## config.mk

```make
export PLATFORM = sky130hd
export DESIGN_NAME = adc_serial_host
export DESIGN_NICKNAME = d
export VERILOG_FILES = /design/src/rtl/adc_host_pkg.sv /design/src/rtl/adc_rst_sync.sv /design/src/rtl/adc_sclk_gen.sv /design/src/rtl/adc_rx_shift.sv /design/src/rtl/adc_serial_host.sv
export SDC_FILE = /design/constraint.sdc
export NUM_CORES = 1
export LEC_CHECK = 0
export CAP_MARGIN = 20
export CORE_ASPECT_RATIO = 0.7
export CORE_MARGIN = 8
export CORE_UTILIZATION = 43
export CTS_BUF_LIST = sky130_fd_sc_hd__clkbuf_4
export CTS_CLUSTER_DIAMETER = 120
export DETAILED_ROUTE_END_ITERATION = 10
export GPL_TIMING_DRIVEN = 1
export SYNTH_ARGS = -nofsm -noshare
export SYNTH_HDL_FRONTEND = slang
export SYNTH_SLANG_ARGS = --single-unit
```

## constraint.sdc

```tcl
create_clock -name clk -period 2.41 [get_ports clk]
set_input_delay 0.6025 -clock clk [delete_from_list [all_inputs] [get_ports clk]]
set_output_delay 0.6025 -clock clk [all_outputs]
set_load 0.05 [all_outputs]
```

## src/rtl/adc_host_pkg.sv

```systemverilog
`timescale 1ns/1ps
package adc_host_pkg;

  typedef enum logic [1:0] {
    OP_CONV    = 2'b00,
    OP_PD_PART = 2'b01,
    OP_PD_FULL = 2'b10,
    OP_WAKE    = 2'b11
  } host_op_e;

  typedef enum logic [1:0] {
    PM_NORMAL = 2'b00,
    PM_PART   = 2'b01,
    PM_FULL   = 2'b10
  } pwr_mode_e;

  typedef enum logic [1:0] {
    ST_IDLE  = 2'b00,
    ST_FRAME = 2'b01,
    ST_GAP   = 2'b10
  } seq_st_e;

endpackage

```

## src/rtl/adc_rst_sync.sv

```systemverilog
`timescale 1ns/1ps
module adc_rst_sync #(
  parameter int unsigned STAGES = 2
) (
  input  logic clk,
  input  logic rst_n_a,
  output logic rst_n_s
);

  logic [STAGES-1:0] sync_q;

  always_ff @(posedge clk or negedge rst_n_a) begin
    if (!rst_n_a) sync_q <= '0;
    else          sync_q <= {sync_q[STAGES-2:0], 1'b1};
  end

  assign rst_n_s = sync_q[STAGES-1];

endmodule

```

## src/rtl/adc_sclk_gen.sv

```systemverilog
`timescale 1ns/1ps
module adc_sclk_gen #(
  parameter int unsigned DIV_N  = 2,
  parameter int unsigned HALF_W = 6
) (
  input  logic              clk,
  input  logic              rst_n,
  input  logic              start,
  input  logic              run,
  output logic              sclk,
  output logic              fall_tick,
  output logic [HALF_W-1:0] half_nxt
);

  localparam int unsigned DIV_W = (DIV_N > 1) ? $clog2(DIV_N) : 1;
  localparam logic [DIV_W-1:0] DIV_LAST = DIV_W'(DIV_N - 1);

  logic [DIV_W-1:0]  div_q, div_d;
  logic [HALF_W-1:0] half_q, half_d;
  logic              sclk_q, sclk_d;
  logic              tick;

  assign tick      = run && (div_q == DIV_LAST);
  assign fall_tick = tick && sclk_q;
  assign half_nxt  = half_q + HALF_W'(1);
  assign sclk      = sclk_q;

  always_comb begin
    div_d  = div_q;
    half_d = half_q;
    sclk_d = sclk_q;
    if (start) begin
      div_d  = '0;
      half_d = '0;
      sclk_d = 1'b0;
    end else if (run) begin
      if (tick) begin
        div_d  = '0;
        half_d = half_nxt;
        sclk_d = !sclk_q;
      end else begin
        div_d = div_q + DIV_W'(1);
      end
    end
  end

  always_ff @(posedge clk or negedge rst_n) begin
    if (!rst_n) begin
      div_q  <= '0;
      half_q <= '0;
      sclk_q <= 1'b0;
    end else begin
      div_q  <= div_d;
      half_q <= half_d;
      sclk_q <= sclk_d;
    end
  end


  sclk_hold_chk: assert property (@(posedge clk) disable iff (!rst_n)
    !run |=> $stable(sclk_q));

endmodule

```

## src/rtl/adc_rx_shift.sv

```systemverilog
`timescale 1ns/1ps
module adc_rx_shift #(
  parameter int unsigned RES_W = 12
) (
  input  logic             clk,
  input  logic             rst_n,
  input  logic             shift_en,
  input  logic             capture,
  input  logic             sdata,
  output logic             res_valid,
  output logic [RES_W-1:0] res_data
);

  logic [RES_W-1:0] sh_q, sh_d;
  logic [RES_W-1:0] res_q, res_d;
  logic             vld_q, vld_d;

  always_comb begin
    sh_d  = shift_en ? {sh_q[RES_W-2:0], sdata} : sh_q;
    vld_d = capture && shift_en;
    res_d = vld_d ? sh_d : res_q;
  end

  always_ff @(posedge clk or negedge rst_n) begin
    if (!rst_n) begin
      sh_q  <= '0;
      res_q <= '0;
      vld_q <= 1'b0;
    end else begin
      sh_q  <= sh_d;
      res_q <= res_d;
      vld_q <= vld_d;
    end
  end

  assign res_valid = vld_q;
  assign res_data  = res_q;


  vld_pulse_chk: assert property (@(posedge clk) disable iff (!rst_n)
    vld_q |=> !vld_q);

endmodule

```

## src/rtl/adc_serial_host.sv

```systemverilog
`timescale 1ns/1ps
module adc_serial_host
  import adc_host_pkg::*;
#(
  parameter int unsigned DIV_N       = 2,
  parameter int unsigned RES_W       = 12,
  parameter int unsigned LEAD_ZEROS  = 3,
  parameter int unsigned FRAME_EDGES = 16,
  parameter int unsigned PD_EDGE     = 4,
  parameter int unsigned CONT_EDGE   = 14
) (
  input  logic             clk,
  input  logic             rst_n,
  input  logic             cmd_valid,
  output logic             cmd_ready,
  input  logic [1:0]       cmd_op,
  input  logic             cont_en,
  output logic             cmd_err,
  output logic [1:0]       pmode,
  output logic             cnv_o,
  output logic             sclk_o,
  input  logic             sdata_i,
  output logic             res_valid,
  output logic [RES_W-1:0] res_data
);

  localparam int unsigned HALF_W  = $clog2(2*FRAME_EDGES + 1);
  localparam int unsigned GAP_CYC = 2*DIV_N;
  localparam int unsigned GAP_W   = $clog2(GAP_CYC + 1);
  localparam logic [HALF_W-1:0] H_END_LONG  = HALF_W'(2*FRAME_EDGES);
  localparam logic [HALF_W-1:0] H_END_SHORT = HALF_W'(2*PD_EDGE);
  localparam logic [HALF_W-1:0] H_CONT      = HALF_W'(2*CONT_EDGE);
  localparam logic [HALF_W-1:0] H_LAST_BIT  = HALF_W'(2*(LEAD_ZEROS + RES_W));
  localparam logic [GAP_W-1:0]  GAP_LAST    = GAP_W'(GAP_CYC - 1);

  logic rst_ns;

  seq_st_e     st_q, st_d;
  host_op_e    op_q, op_d, op_in;
  pwr_mode_e   mode_q, mode_d;
  logic        cont_q, cont_d;
  logic        cnv_q, cnv_d;
  logic        err_q, err_d;
  logic [GAP_W-1:0] gap_q, gap_d;

  logic              accept, legal, start, run, capture, short_op;
  logic              fall_tick;
  logic [HALF_W-1:0] half_nxt;
  logic [HALF_W-1:0] half_end;

  adc_rst_sync #(.STAGES(2)) u_rst (
    .clk     (clk),
    .rst_n_a (rst_n),
    .rst_n_s (rst_ns)
  );

  adc_sclk_gen #(.DIV_N(DIV_N), .HALF_W(HALF_W)) u_clk (
    .clk       (clk),
    .rst_n     (rst_ns),
    .start     (start),
    .run       (run),
    .sclk      (sclk_o),
    .fall_tick (fall_tick),
    .half_nxt  (half_nxt)
  );

  adc_rx_shift #(.RES_W(RES_W)) u_rx (
    .clk       (clk),
    .rst_n     (rst_ns),
    .shift_en  (fall_tick),
    .capture   (capture),
    .sdata     (sdata_i),
    .res_valid (res_valid),
    .res_data  (res_data)
  );

  assign op_in     = host_op_e'(cmd_op);
  assign cmd_ready = (st_q == ST_IDLE) && rst_ns;
  assign accept    = cmd_valid && cmd_ready;
  assign run       = (st_q == ST_FRAME);
  assign short_op  = (op_q == OP_PD_PART) || (op_q == OP_PD_FULL);
  assign half_end  = short_op ? H_END_SHORT : H_END_LONG;
  assign capture   = run && (op_q == OP_CONV) && (half_nxt == H_LAST_BIT);

  always_comb begin
    unique case (op_in)
      OP_CONV, OP_PD_PART: legal = (mode_q == PM_NORMAL);
      OP_PD_FULL:          legal = (mode_q == PM_PART);
      default:             legal = (mode_q != PM_NORMAL);
    endcase
  end

  always_comb begin
    st_d   = st_q;
    op_d   = op_q;
    mode_d = mode_q;
    cont_d = cont_q;
    cnv_d  = cnv_q;
    gap_d  = gap_q;
    err_d  = 1'b0;
    start  = 1'b0;
    unique case (st_q)
      ST_IDLE: begin
        if (accept) begin
          if (legal) begin
            st_d   = ST_FRAME;
            op_d   = op_in;
            cont_d = 1'b0;
            cnv_d  = 1'b0;
            start  = 1'b1;
          end else begin
            err_d = 1'b1;
          end
        end
      end
      ST_FRAME: begin
        if (fall_tick) begin
          if ((op_q == OP_CONV) && (half_nxt == H_CONT)) begin
            cont_d = cont_en;
            if (cont_en) cnv_d = 1'b1;
          end
          if (half_nxt == half_end) begin
            st_d  = ST_GAP;
            gap_d = '0;
            cnv_d = 1'b1;
            unique case (op_q)
              OP_PD_PART: mode_d = PM_PART;
              OP_PD_FULL: mode_d = PM_FULL;
              OP_WAKE:    mode_d = PM_NORMAL;
              default:    mode_d = mode_q;
            endcase
          end
        end
      end
      default: begin
        if (gap_q == GAP_LAST) begin
          if (cont_q) begin
            st_d   = ST_FRAME;
            cont_d = 1'b0;
            cnv_d  = 1'b0;
            start  = 1'b1;
          end else begin
            st_d = ST_IDLE;
          end
        end else begin
          gap_d = gap_q + GAP_W'(1);
        end
      end
    endcase
  end

  always_ff @(posedge clk or negedge rst_ns) begin
    if (!rst_ns) begin
      st_q   <= ST_IDLE;
      op_q   <= OP_CONV;
      mode_q <= PM_NORMAL;
      cont_q <= 1'b0;
      cnv_q  <= 1'b1;
      err_q  <= 1'b0;
      gap_q  <= '0;
    end else begin
      st_q   <= st_d;
      op_q   <= op_d;
      mode_q <= mode_d;
      cont_q <= cont_d;
      cnv_q  <= cnv_d;
      err_q  <= err_d;
      gap_q  <= gap_d;
    end
  end

  assign cnv_o   = cnv_q;
  assign cmd_err = err_q;
  assign pmode   = mode_q;


  sclk_quiet_chk: assert property (@(posedge clk) disable iff (!rst_ns)
    (st_q != ST_FRAME) |-> !sclk_o);


  ready_strobe_hi_chk: assert property (@(posedge clk) disable iff (!rst_ns)
    cmd_ready |-> cnv_o);


  strobe_fall_low_chk: assert property (@(posedge clk) disable iff (!rst_ns)
    $fell(cnv_o) |-> !sclk_o);


  part_from_normal_chk: assert property (@(posedge clk) disable iff (!rst_ns)
    (mode_q == PM_PART && $past(mode_q) != PM_PART) |-> $past(mode_q) == PM_NORMAL);


  full_from_part_chk: assert property (@(posedge clk) disable iff (!rst_ns)
    (mode_q == PM_FULL && $past(mode_q) != PM_FULL) |-> $past(mode_q) == PM_PART);


  reject_idle_chk: assert property (@(posedge clk) disable iff (!rst_ns)
    cmd_err |-> (cmd_ready && cnv_o && $stable(mode_q)));


  no_result_off_chk: assert property (@(posedge clk) disable iff (!rst_ns)
    res_valid |-> (op_q == OP_CONV));

endmodule

```

==> flow_results.org <==
** Outcome
- The flow ran to the end, and the final reports show no timing, DRC or antenna violations.

** Critical path
- Crit path buf inv count :: 1
- In this run the worst setup path begins at cnv_o$_DFFE_PN1P_.
- The worst setup path is launched from a flip-flop.
- Worst R2R Path Depth :: 6
- Along the worst path, the maximum fanout reaches 2.
- STA puts the critical path data arrival time at 1730 ps.
- The worst register-to-register path has a setup slack of 360 ps.
- Crit Reg-Reg Startpoint :: u_clk.half_q[0]$_DFFE_PN0P_
- Critical Path RT :: 1810 ps
- By startpoint and endpoint, the worst setup path is classified as flip-flop to primary output.
- For this run, the slowest stage of the critical path takes 800 ps.
- Among all stages on the critical path, the largest delay is contributed by sky130_fd_sc_hd__clkdlybuf4s50_1.
- Critical path endpoint :: cnv_o
- Reg2reg end :: pmode[1]$_DFFE_PN0P_
- Traced cell by cell, the critical path runs through clkdlybuf4s50_1.
- Type of element capturing the critical path :: primary output
- In this run the number of cells on the critical path is 1.
- In this design, the largest share of critical-path delay is due to buffers and inverters.

** Logic synthesis
- Counting flops with a built-in enable in the synthesized netlist gives 0.
- When the netlist entered floorplanning its net count stood at 225.
- Area leader, netlist :: sky130_fd_sc_hd__dfrtp_1
- Cell area after synthesis :: 2270 sq um
- FFs w/ async S/R, synth :: 100%
- Mean area per synthesized cell :: 10.8 sq um
- The share of the Yosys chip area taken by registers is 51.9%.
- Yosys mapped the design onto 49 distinct sky130hd cell types.
- Counting every instance in the synthesized netlist gives 210.
- Most frequent cells after synthesis :: sky130_fd_sc_hd__nand2_1 (47), sky130_fd_sc_hd__dfrtp_1 (46), sky130_fd_sc_hd__nor2_1 (13), sky130_fd_sc_hd__mux2_2 (12)
- Among all flip-flop cells after synthesis, the most frequent one is sky130_fd_sc_hd__dfrtp_1.
- In this run, synthesis produced a sequential element count of 47.
- Area contributors post-synth :: sky130_fd_sc_hd__dfrtp_1 (51%), sky130_fd_sc_hd__nand2_1 (7.8%), sky130_fd_sc_hd__mux2_2 (6.0%), sky130_fd_sc_hd__ha_1 (4.4%), sky130_fd_sc_hd__xnor2_1 (2.7%)
- Number of synthesis warnings :: 0
- The top cell type by area accounts for 50.7% of the synthesized area.
- Yosys instantiated no cell more often than sky130_fd_sc_hd__nand2_1.

** Global routing
- The total overflow left after global routing is 0.
- First-pass GRT wire length :: 7530 um
- Antenna violations before repair :: 0
- Global routing consumed, over all layers together, 12.2% of the routing resources.
- Maximum number of pins on one net before global-route repair :: 45
- Number of global-route vias before repair :: 1486

** Clock tree
- TritonCTS Sinks :: 47
- Quantity of gates resized following cts :: 0
- CTS buffer count :: 5
- Clock-pin slew was measured on the worst setup and hold paths at 150 ps.
- The number of hold buffers added after CTS was 0.
- The longest clock path from root to sink contains 2 buffers.
- Clock latency reported for the late side of the worst-skew pair :: 370 ps
- The tree is rooted in a sky130_fd_sc_hd__clkbuf_4.
- Buffers added to address setup during post-CTS repair amount to 0.
- The H-tree was split into 2 levels.
- TritonCTS built the clock tree.

** Timing
- The hold violation count in the final report was 0.
- Finish-stage setup viols :: 0
- Post-route clock period utilization :: 96.9%
- Final Slew Violations :: 0
- Max transition margin :: 63.1%
- After routing, the total negative slack on setup checks comes to 0 ps.
- Across the routed clock network, the largest skew measured is 14.1 ps.
- After layout, the minimum clock period comes to 2340 ps.
- RSZ-0062 raised after global routing :: no
- Static timing analysis puts the maximum clock frequency at 428 MHz.
- Worst Max-Slew Pin Slew :: 554 ps

** Placement
- At the end of routability-driven placement, the weighted congestion stood at 0.798.
- Port Buffers :: 25
- Estimated wirelength of the detail-placed design :: 3120 um

** Floorplan
- Starting density of the core :: 43.9%
- Boundary pin count :: 26
- Number of placement rows :: 22
- The die covers 7900 sq um.
- Area of the placeable core :: 5170 sq um
- Die Y :: 76.8 um
- Die Span X :: 103 um

** Cells and area
- Of the cells placed in the final design, the portion with a size suffix greater than 1 is 17.2%.
- Nets :: 253
- After filler insertion, the fill cell instance count of the layout stands at 483.
- Area Overhead vs Synth :: 17.0%
- For this run, the share of the core covered by cells in the final layout is 51.3%.
- Number of diodes :: 0

** Power and ir drop
- Peak VDD IR :: 0.285 mV
- In this run the power density over the cells is 459 nW/um^2.
- Standby leakage power :: 0.00117 uW

** Drt
- Once detail routing completed, the nets flagged for antenna violations numbered 0.
- The first detailed-routing pass took 4 iterations.
- Vias post-DR :: 1504
- After detailed routing, the average wire length per cell comes to 13.9 um.
- Final routed wirelength across all metal layers :: 4330 um
- The first routing iteration left 65 violations.
- In the routed design, unresolved DRC markers number 0.
- Via count normalized by instance count :: 4.84

** Job
- Max-cap violations in this run came to 0.

** Worst hold path
- The min-delay analysis places its worst path in the category flip-flop to asynchronous set/reset pin.
[through the flow]
step | hold slack [ps] | total power [uW] | area [sq um] | worst slack (ps) | instances
5_1_grt | 60.4 | 1280 | 2660 | 16.9 | 311
4_1_cts | 60.7 | 1240 | 2660 | 51.9 | 311
3_5_place_dp | 66.0 | 863 | 2600 | 318 | 303
2_1_floorplan | 307 | 842 | 2280 | 121 | 210
6_report | 56.2 | 1220 | 2660 | 73.8 | 311
3_3_place_gp | 65.9 | 863 | 2600 | 304 | 303
[worst min path at each step]
stage / from / endpoint / slack (ps) / cells past startpoint
global route: u_rst.sync_q[1]$_DFF_PN0_ / cmd_err$_DFF_PN0_ / 60 / 0
global placement: u_rst.sync_q[1]$_DFF_PN0_ / cmd_err$_DFF_PN0_ / 70 / 0
detailed placement: u_rst.sync_q[1]$_DFF_PN0_ / cmd_err$_DFF_PN0_ / 70 / 0
CTS: u_rst.sync_q[1]$_DFF_PN0_ / cmd_err$_DFF_PN0_ / 60 / 0
finish: u_rst.sync_q[1]$_DFF_PN0_ / cmd_err$_DFF_PN0_ / 60 / 0
floorplan: rst_n / u_rst.sync_q[0]$_DFF_PN0_ / 310 / 0
[per-layer routing]
layer	up-vias	part of all wire, %	wire [um]	GRT usage, %
met5	-	0	0	0
met4	0	1.1	46	3.45
met3	4	5.6	244	3.97
met2	27	39	1700	16.0
met1	710	54	2340	18.2
li1	763	-	-	-
[kinds of logic (layout without fill, tap and decap cells)]
group,count (synthesis),count (layout),share of synthesized area [%]
AOI/OAI and AO/OA,20,20,7.17
buffers and inverters,15,44,3.58
and+or+nand+nor,92,92,20.5
muxes,15,15,7.39
other,1,1,0.165
DFF,47,47,51.9
xor gates and xnor gates,12,12,4.96
adders and majority gates,8,8,4.41
[cells in the final DEF (no fill, tap or decap), types with 3 or more instances in the layout]
cell type / synthesis / final
sky130_fd_sc_hd__nand2_1: 47 / 47
sky130_fd_sc_hd__dfrtp_1: 46 / 45
sky130_fd_sc_hd__clkdlybuf4s50_1: 0 / 24
sky130_fd_sc_hd__nor2_1: 13 / 13
sky130_fd_sc_hd__mux2_2: 12 / 12
sky130_fd_sc_hd__inv_1: 8 / 8
sky130_fd_sc_hd__ha_1: 8 / 8
sky130_fd_sc_hd__xnor2_1: 7 / 7
sky130_fd_sc_hd__nand3_1: 6 / 6
sky130_fd_sc_hd__clkbuf_4: 0 / 5
sky130_fd_sc_hd__a21oi_1: 4 / 4
sky130_fd_sc_hd__xor2_1: 4 / 4
sky130_fd_sc_hd__o21ai_0: 4 / 4
sky130_fd_sc_hd__buf_4: 1 / 3
[state kept, by name (all words and copies together) (netlist names), 2 cells and up]
register	count
gap_q	3
op_q	2
pmode	2
st_q	2
u_clk.half_q	6
u_rst.sync_q	2
u_rx.res_data	12
u_rx.sh_q	12
[final cells by class]
type	instances	area (sq um)	area share, %
clock buffers	5	37.5	1.41
flip-flops and latches	47	1180	44.4
multi-input cells	148	1020	38.3
repair buffers	28	283	10.7
clock inverters	3	20.0	0.754
inverters	8	30.0	1.13
well taps	72	90.1	3.39
[power breakdown]
group	switching, uW	total, uW	internal [uW]
logic	22.4	40.7	18.4
registers	5.97	806	800
clock network	259	371	112
total	288	1220	930
Note: power is estimated with default switching activity, not from simulation.
